`config.mk`:
```
export PLATFORM = sky130hd
export DESIGN_NAME = sdram_bank_track
export DESIGN_NICKNAME = d
export VERILOG_FILES = /design/src/rtl/sdram_chk_pkg.sv /design/src/rtl/sdram_bank_track.sv
export SDC_FILE = /design/constraint.sdc
export NUM_CORES = 1
export LEC_CHECK = 0
export ABC_AREA = 1
export BUFFER_PORTS_ARGS = -buffer_cell sky130_fd_sc_hd__buf_4
export CAP_MARGIN = 20
export CORE_AREA = 2 2 39 41
export CTS_CLUSTER_SIZE = 12
export DETAILED_ROUTE_END_ITERATION = 12
export DIE_AREA = 0 0 41 43
export SKIP_CTS_REPAIR_TIMING = 1
export SYNTH_ARGS = -nofsm -noshare
export SYNTH_HDL_FRONTEND = slang
export SYNTH_SLANG_ARGS = --single-unit
export TNS_END_PERCENT = 30
```
`constraint.sdc`:
```
create_clock -name clk -period 1.8 [get_ports clk]
set_clock_uncertainty 0.05 [all_clocks]
set_input_delay 0.18 -clock clk [delete_from_list [all_inputs] [get_ports clk]]
set_output_delay 0.18 -clock clk [all_outputs]
set_load 0.005 [all_outputs]
```
`src/rtl/sdram_chk_pkg.sv`:
```
package sdram_chk_pkg;

    typedef enum logic [3:0] {
        CMD_DESL = 4'd0,
        CMD_NOP  = 4'd1,
        CMD_BST  = 4'd2,
        CMD_RD   = 4'd3,
        CMD_RDA  = 4'd4,
        CMD_WR   = 4'd5,
        CMD_WRA  = 4'd6,
        CMD_ACT  = 4'd7,
        CMD_PRE  = 4'd8,
        CMD_PALL = 4'd9,
        CMD_REF  = 4'd10,
        CMD_SELF = 4'd11,
        CMD_MRS  = 4'd12
    } cmd_e;

    typedef enum logic [2:0] {
        BK_IDLE   = 3'd0,
        BK_ACTIVE = 3'd1,
        BK_READ   = 3'd2,
        BK_WRITE  = 3'd3,
        BK_PRECHG = 3'd4
    } bank_e;

    typedef enum logic [2:0] {
        V_NONE      = 3'd0,
        V_RW_CLOSED = 3'd1,
        V_ACT_BUSY  = 3'd2,
        V_REF_BUSY  = 3'd3,
        V_MRS_BUSY  = 3'd4,
        V_MRS_BA1   = 3'd5
    } viol_e;

endpackage

```
`src/rtl/sdram_bank_track.sv`:
```
module sdram_bank_track
    import sdram_chk_pkg::*;
#(
    parameter int BURST_LEN = 4,
    parameter int T_RP      = 3,
    localparam int MAXC = (BURST_LEN > T_RP) ? BURST_LEN : T_RP,
    localparam int CW   = (MAXC > 1) ? $clog2(MAXC) : 1
) (
    input  logic  clk,
    input  logic  rst_n,
    input  cmd_e  cmd,
    input  logic  hit,
    output bank_e state
);

    localparam logic [CW-1:0] BL_LAST = CW'(BURST_LEN - 1);
    localparam logic [CW-1:0] RP_LAST = CW'(T_RP - 1);

    typedef struct packed {
        bank_e         state;
        logic [CW-1:0] cnt;
        logic          ap;
    } bank_t;

    bank_t r_d, r_q;
    logic  is_rw, pre_me;

    always_comb begin
        r_d    = r_q;
        is_rw  = (cmd inside {CMD_RD, CMD_RDA, CMD_WR, CMD_WRA});
        pre_me = (cmd == CMD_PRE && hit) || (cmd == CMD_PALL);
        case (r_q.state)
            BK_IDLE: begin
                if (cmd == CMD_ACT && hit) r_d.state = BK_ACTIVE;
            end
            BK_ACTIVE, BK_READ, BK_WRITE: begin
                if (is_rw && hit) begin
                    r_d.state = (cmd inside {CMD_RD, CMD_RDA}) ? BK_READ : BK_WRITE;
                    r_d.cnt   = BL_LAST;
                    r_d.ap    = (cmd inside {CMD_RDA, CMD_WRA});
                end else if (pre_me) begin
                    r_d.state = BK_PRECHG;
                    r_d.cnt   = RP_LAST;
                    r_d.ap    = 1'b0;
                end else if (r_q.state != BK_ACTIVE) begin
                    if (cmd == CMD_BST) begin
                        r_d.state = BK_ACTIVE;
                        r_d.ap    = 1'b0;
                    end else if (is_rw || r_q.cnt == '0) begin
                        r_d.state = r_q.ap ? BK_PRECHG : BK_ACTIVE;
                        r_d.cnt   = RP_LAST;
                        r_d.ap    = 1'b0;
                    end else begin
                        r_d.cnt = r_q.cnt - 1'b1;
                    end
                end
            end
            BK_PRECHG: begin
                if (r_q.cnt == '0) r_d.state = BK_IDLE;
                else               r_d.cnt   = r_q.cnt - 1'b1;
            end
            default: r_d.state = BK_IDLE;
        endcase
    end

    always_ff @(posedge clk or negedge rst_n) begin
        if (!rst_n) begin
            r_q <= '{state: BK_IDLE, cnt: '0, ap: 1'b0};
        end else begin
            r_q <= r_d;
        end
    end

    assign state = r_q.state;

    AST_ACT_ENTRY: assert property (@(posedge clk) disable iff (!rst_n)
        (r_q.state == BK_ACTIVE && $past(r_q.state) == BK_IDLE)
        |-> ($past(cmd) == CMD_ACT && $past(hit)));

    AST_IDLE_FROM_PRECHG: assert property (@(posedge clk) disable iff (!rst_n)
        (r_q.state == BK_IDLE && $past(r_q.state) != BK_IDLE)
        |-> ($past(r_q.state) == BK_PRECHG));

    AST_READ_ENTRY: assert property (@(posedge clk) disable iff (!rst_n)
        (r_q.state == BK_READ && $past(r_q.state) != BK_READ)
        |-> ($past(cmd) inside {CMD_RD, CMD_RDA} && $past(hit)));

    AST_BST_NO_READ: assert property (@(posedge clk) disable iff (!rst_n)
        (cmd == CMD_BST) |=> (r_q.state != BK_READ && r_q.state != BK_WRITE));

endmodule

```
==> results of run 1 <==
[layer usage]
layer | global-route usage | part of all wire | wire length (um) | vias to the layer above
li1 | - | - | - | 300
met1 | 0.253 | 0.50 | 563 | 235
met2 | 0.216 | 0.46 | 512 | 11
met3 | 0.0314 | 0.036 | 40 | 0
met4 | 0.0600 | 0 | 0 | 0
met5 | 0 | 0 | 0 | -
[power by group]
group | leakage, uW | internal (uW) | switching, uW
registers | 0.0000770 | 189 | 42.9
logic | 0.000322 | 211 | 339
clock network | 0.0000138 | 75.2 | 45.5
[worst min-delay path by stage]
stage	startpoint	to	slack, ps	cells past startpoint
5_1_grt	rst_n	state[1]	240	2
2_1_floorplan	rst_n	r_q[0]	-170	0
4_1_cts	rst_n	r_q[0]	-320	1
3_3_place_gp	rst_n	state[2]	-60	1
3_5_place_dp	rst_n	state[1]	-60	1
6_report	rst_n	state[1]	230	2
[state kept, by name (all words and copies together) (netlist names)]
| register | flops |
|---|---|
| r_q | 3 |
| state | 3 |
[cell families (layout without fill, tap and decap cells)]
family	count (synthesis)	after routing	share of synthesized area
simple gates	59	59	0.489
fa+ha+maj	1	1	0.0224
flops	6	6	0.269
compound gates	5	5	0.0493
buf+inv	22	32	0.170
[critical path: cells and delay by family (launching register included)]
kind                   cells  cell delay [ps]
DFF                        1              410
AOI/OAI and AO/OA          2              140
buffers and inverters      3              170
and+or+nand+nor            5              520
[synthesized netlist by cell type, drive strengths merged]
cell type,n,area share
clkinv,1,0.0090
nand4,1,0.011
a21oi,1,0.0090
nor3,1,0.0090
ha,1,0.022
buf,3,0.040
nand2,35,0.25
o21ai,3,0.027
dfrtp,6,0.27
a21boi,1,0.013
nand3,12,0.13
nor2,10,0.085
inv,18,0.12
[stage by stage]
stage / setup WS, ps / total power (uW) / util
final: 401 / 902 / 0.474
after floorplan: 548 / 685 / -
after global placement: 394 / 781 / 0.450
after CTS: 397 / 915 / 0.467
after global routing: 237 / 1030 / 0.474
after detailed placement: 412 / 785 / 0.450
[cell type report]
| class | instances | area [sq um] | area share |
|---|---|---|---|
| clock buffer | 3 | 22.5 | 0.0344 |
| inverter | 19 | 72.6 | 0.111 |
| multi-input combinational | 65 | 313 | 0.477 |
| sequential | 6 | 150 | 0.229 |
| tap | 16 | 20.0 | 0.0305 |
| timing repair buffer | 10 | 77.6 | 0.118 |
==> summary.txt, run 1 <==
Die W = 41 um
period utilization = 0.777
Placer Congestion = 0.832
reg-to-reg setup timing slack = 400 ps
ANT cells = 0
Worst Path Class, Setup = register to register
largest net degree at the start of global routing = 7
die height = 43 um
Sum Neg Setup Slack = 0 ps
Netlist cell types = 19
Max-cap violations = 0
area delta synth->final = 17.5%
Max Freq = 715 MHz
Post-DP Area = 623 sq um
Residual DRC = 0
startpoint types = register
CP required = 1880 ps
Final Net Count = 113
# rows = 14
Root Buffer = clkbuf_4
share of layout cells above drive strength 1 = 0.223
Cells after DPL = 115
dpl hpwl = 960 um
commonest non-fill, non-tap cell in the layout = nand2_1
number of port buffers = 9
Die ar. = 1760 sq um
WP data arrival = 1470 ps
Worst path max stage delay = 410 ps
final setup fails = 0
total core area = 1380 sq um
Peak VDD IR = 0.000577 V
clock buffer depth = 2
RSZ-0062 raised after global routing = no
Pre-antenna DRT Iters = 4
DRT iter0 DRCs = 17
Fin Hold WS = 232 ps
Yosys Warn Count = 0
Setup crit end kind = register
worst min-delay path class = primary input to asynchronous set/reset pin
Reg2Reg Depth = 10
Routed WL = 1.12 mm
synthesized area = 558 sq um
Slew @ Worst Pin = 277 ps
Crit Path Max Fanout = 6
Crit path top cell by count = nand2_1
Crit Reg-Reg Startpoint = state[1]
vias per cell = 4.59
cells after synthesis = 93
cell area power density = 1380 nW/um^2
status = complete, no violations
cell-by-cell trace of the critical path = nor2_2 > nor2_4 > clkinv_2 > nand2_1 > o21ai_1 > inv_1 > nand2_1 > inv_2 > nand2_1 > o21ai_1
Slew Limit Fails = 0
Worst Setup SP = state[1]
first-pass GRT wire length = 1.99 mm
Critical R2R Capture = r_q[2]
leakage power = 0.000413 uW
most frequent cells in the layout = nand2_1, inv_1, nand3_1, buf_4, nor2_1
FF+latch count, synth = 6
fin cells = 119
Initial Util = 0.403
CTS Sinks = 6
TritonCTS clock tree = built
Slew headroom = 0.815
clk_lat worst skew = 240 ps
Filler Cells Inserted = 143
H-Tree Level Count = 1
CTS Buf Count = 3
Min Clock Period, post-route = 1400 ps
wire per inst = 9.39 um
via count = 546
Synth Area per Inst = 6.00 sq um
Mapped Nets = 101
design area = 656 sq um
initial antenna violation count = 0
slowest CP cell = dfrtp_1
Top-Level Pins = 10
total track usage = 0.162
clock-pin slew on the worst setup and hold paths = 40 ps
Final ANT Viol Nets = 0
Worst Setup EP = r_q[2]
final hold violations = 0
global route overflow = 0
post-synthesis sequential area ratio = 0.269
vias in the first global route = 489
No activity file was read; power rests on OpenSTA's default activity.
==> run 2: changes to the inputs <==
clock period = 1.3 ns   (was 1.8 ns; I/O delays follow)
==> summary.txt, run 2 (synthesis gave the netlist of run 1 again) <==
power share of the combinational group = 0.714 (+0.105)
cell area power density = 2170 nW/um^2 (+58%)
fin cells = 130 (+9.2%)
largest net degree at the start of global routing = 7 (unchanged)
# rows = 14 (unchanged)
Root Buffer = clkbuf_4
Placer Congestion = 0.810 (-2.6%)
total core area = 1380 sq um (unchanged)
Routed WL = 1.30 mm (+17%)
period utilization = 1.04 (+0.264)
most frequent cells in the layout = nand2_1, buf_4, inv_1
Clk pwr share = 0.092 (-0.042)
worst setup margin = -54.3 ps (-455 ps)
dpl hpwl = 926 um (-3.6%)
TritonCTS clock tree = built
sw frac = 0.452 (-0.0211)
Die ar. = 1760 sq um (unchanged)
Residual DRC = 0 (unchanged)
Flop pwr share = 0.195 (-0.062)
Crit path top cell by count = nand2_1
Max-cap violations = 0 (unchanged)
Setup crit end kind = register
Top-Level Pins = 10 (unchanged)
slowest CP cell = dfrtp_1
CP required = 1370 ps (-510 ps)
first-pass GRT wire length = 1.83 mm (-8.3%)
status = complete, but fails checks
Slew headroom = 0.849 (+0.0341)
vias per cell = 4.68 (+2.1%)
final hold violations = 0 (unchanged)
cell-by-cell trace of the critical path = inv_2 > ha_4 > inv_4 > nand3_4 > a21boi_2 > nand2_1 > inv_2 > nand2_2 > nand2_1 > nand2_1
Worst Path Class, Setup = register to register
Pwr Total = 1750 uW (+94%)
failing checks = setup timing
share of layout cells above drive strength 1 = 0.430 (+0.207)
Final Net Count = 124 (+9.7%)
Post-DP Area = 668 sq um (+7.2%)
initial antenna violation count = 0 (unchanged)
global route overflow = 0 (unchanged)
Pre-antenna DRT Iters = 4 (unchanged)
area delta synth->final = 44.4%
clk_lat worst skew = 240 ps (about the same)
Die W = 41 um (unchanged)
WP data arrival = 1420 ps (-50 ps)
CTS Sinks = 6 (unchanged)
CTS Buf Count = 3 (unchanged)
die height = 43 um (unchanged)
Final ANT Viol Nets = 0 (unchanged)
RSZ-0062 raised after global routing = yes
post-place setup slack = -62.2 ps (-474 ps)
commonest non-fill, non-tap cell in the layout = nand2_1
Pint = 960 uW (+100%)
Cells after DPL = 121 (+5.2%)
total track usage = 0.151 (-0.0116)
clock-pin slew on the worst setup and hold paths = 40 ps (about the same)
design area = 806 sq um (+23%)
switching pwr = 792 uW (+86%)
wire per inst = 10.0 um (+6.7%)
Crit Path Max Fanout = 3 (-3)
Peak VDD IR = 0.00104 V (+80%)
Worst path max stage delay = 380 ps (-30 ps)
vias in the first global route = 484 (-1.0%)
final setup fails = 5 (+5)
Initial Util = 0.403 (unchanged)
Slew @ Worst Pin = 226 ps (-51.2 ps)
Min Clock Period, post-route = 1350 ps (-45.0 ps)
final core occ = 0.582 (+0.108)
Slew Limit Fails = 0 (unchanged)
worst min-delay path class = primary input to asynchronous set/reset pin
via count = 609 (+12%)
H-Tree Level Count = 1 (unchanged)
Max Freq = 738 MHz (+3.3%)
Filler Cells Inserted = 133 (-7.0%)
number of port buffers = 9 (unchanged)
startpoint types = register
clock buffer depth = 2 (unchanged)
ANT cells = 0 (unchanged)
leakage power = 0.000474 uW (+15%)
DRT iter0 DRCs = 16 (-1)
==> run 2: cell type report <==
class                      count  area (sq um)  share of cell area
inverter                      19          75.1              0.0932
tap                           16          20.0              0.0248
multi-input combinational     65           377               0.467
sequential                     6           151               0.188
clock buffer                   3          22.5              0.0280
timing repair buffer          21           160               0.199
==> run 2: metal layers <==
metal  part of all wire  track usage
met1               0.47        0.208
met2               0.46        0.222
met3              0.041       0.0157
met4              0.029       0.0800
met5                  0            0
==> run 2: critical path, delay by kind of cell (launching register included) <==
kind,cells,cell delay (ps)
DFF,1,380
and+or+nand+nor,5,320
buffers and inverters,3,190
AOI/OAI and AO/OA,1,160
adders and majority gates,1,130
==> run 2: path summary, 6_finish.rpt <==
path | start | to | slack (ps) | cells past startpoint
min in group clk | cmd[0] | r_q[0] | 260 | 6
max | r_q[1] | state[1] | -50 | 10
min | rst_n | r_q[2] | 180 | 2
min reg2reg | r_q[0] | r_q[0] | 420 | 2
max in group asynchronous | rst_n | state[1] | 890 | 2
max reg2reg | r_q[1] | state[1] | -50 | 10
==> run 2: power groups by stage <==
stage          clock, uW  combinational, uW  sequential (uW)
3_5_place_dp           0                879              315
6_report             161               1250              341
4_1_cts              178                887              313
2_1_floorplan          0                638              311
5_1_grt              184               1380              351
3_3_place_gp           0                889              311
==> run 2: through the flow <==
step | hold WS, ps | TNS (ps)
after floorplan | -216 | 0
after global placement | -109 | -290
after detailed placement | -108 | -245
after CTS | -373 | -319
after global routing | 194 | -696
final | 182 | -177
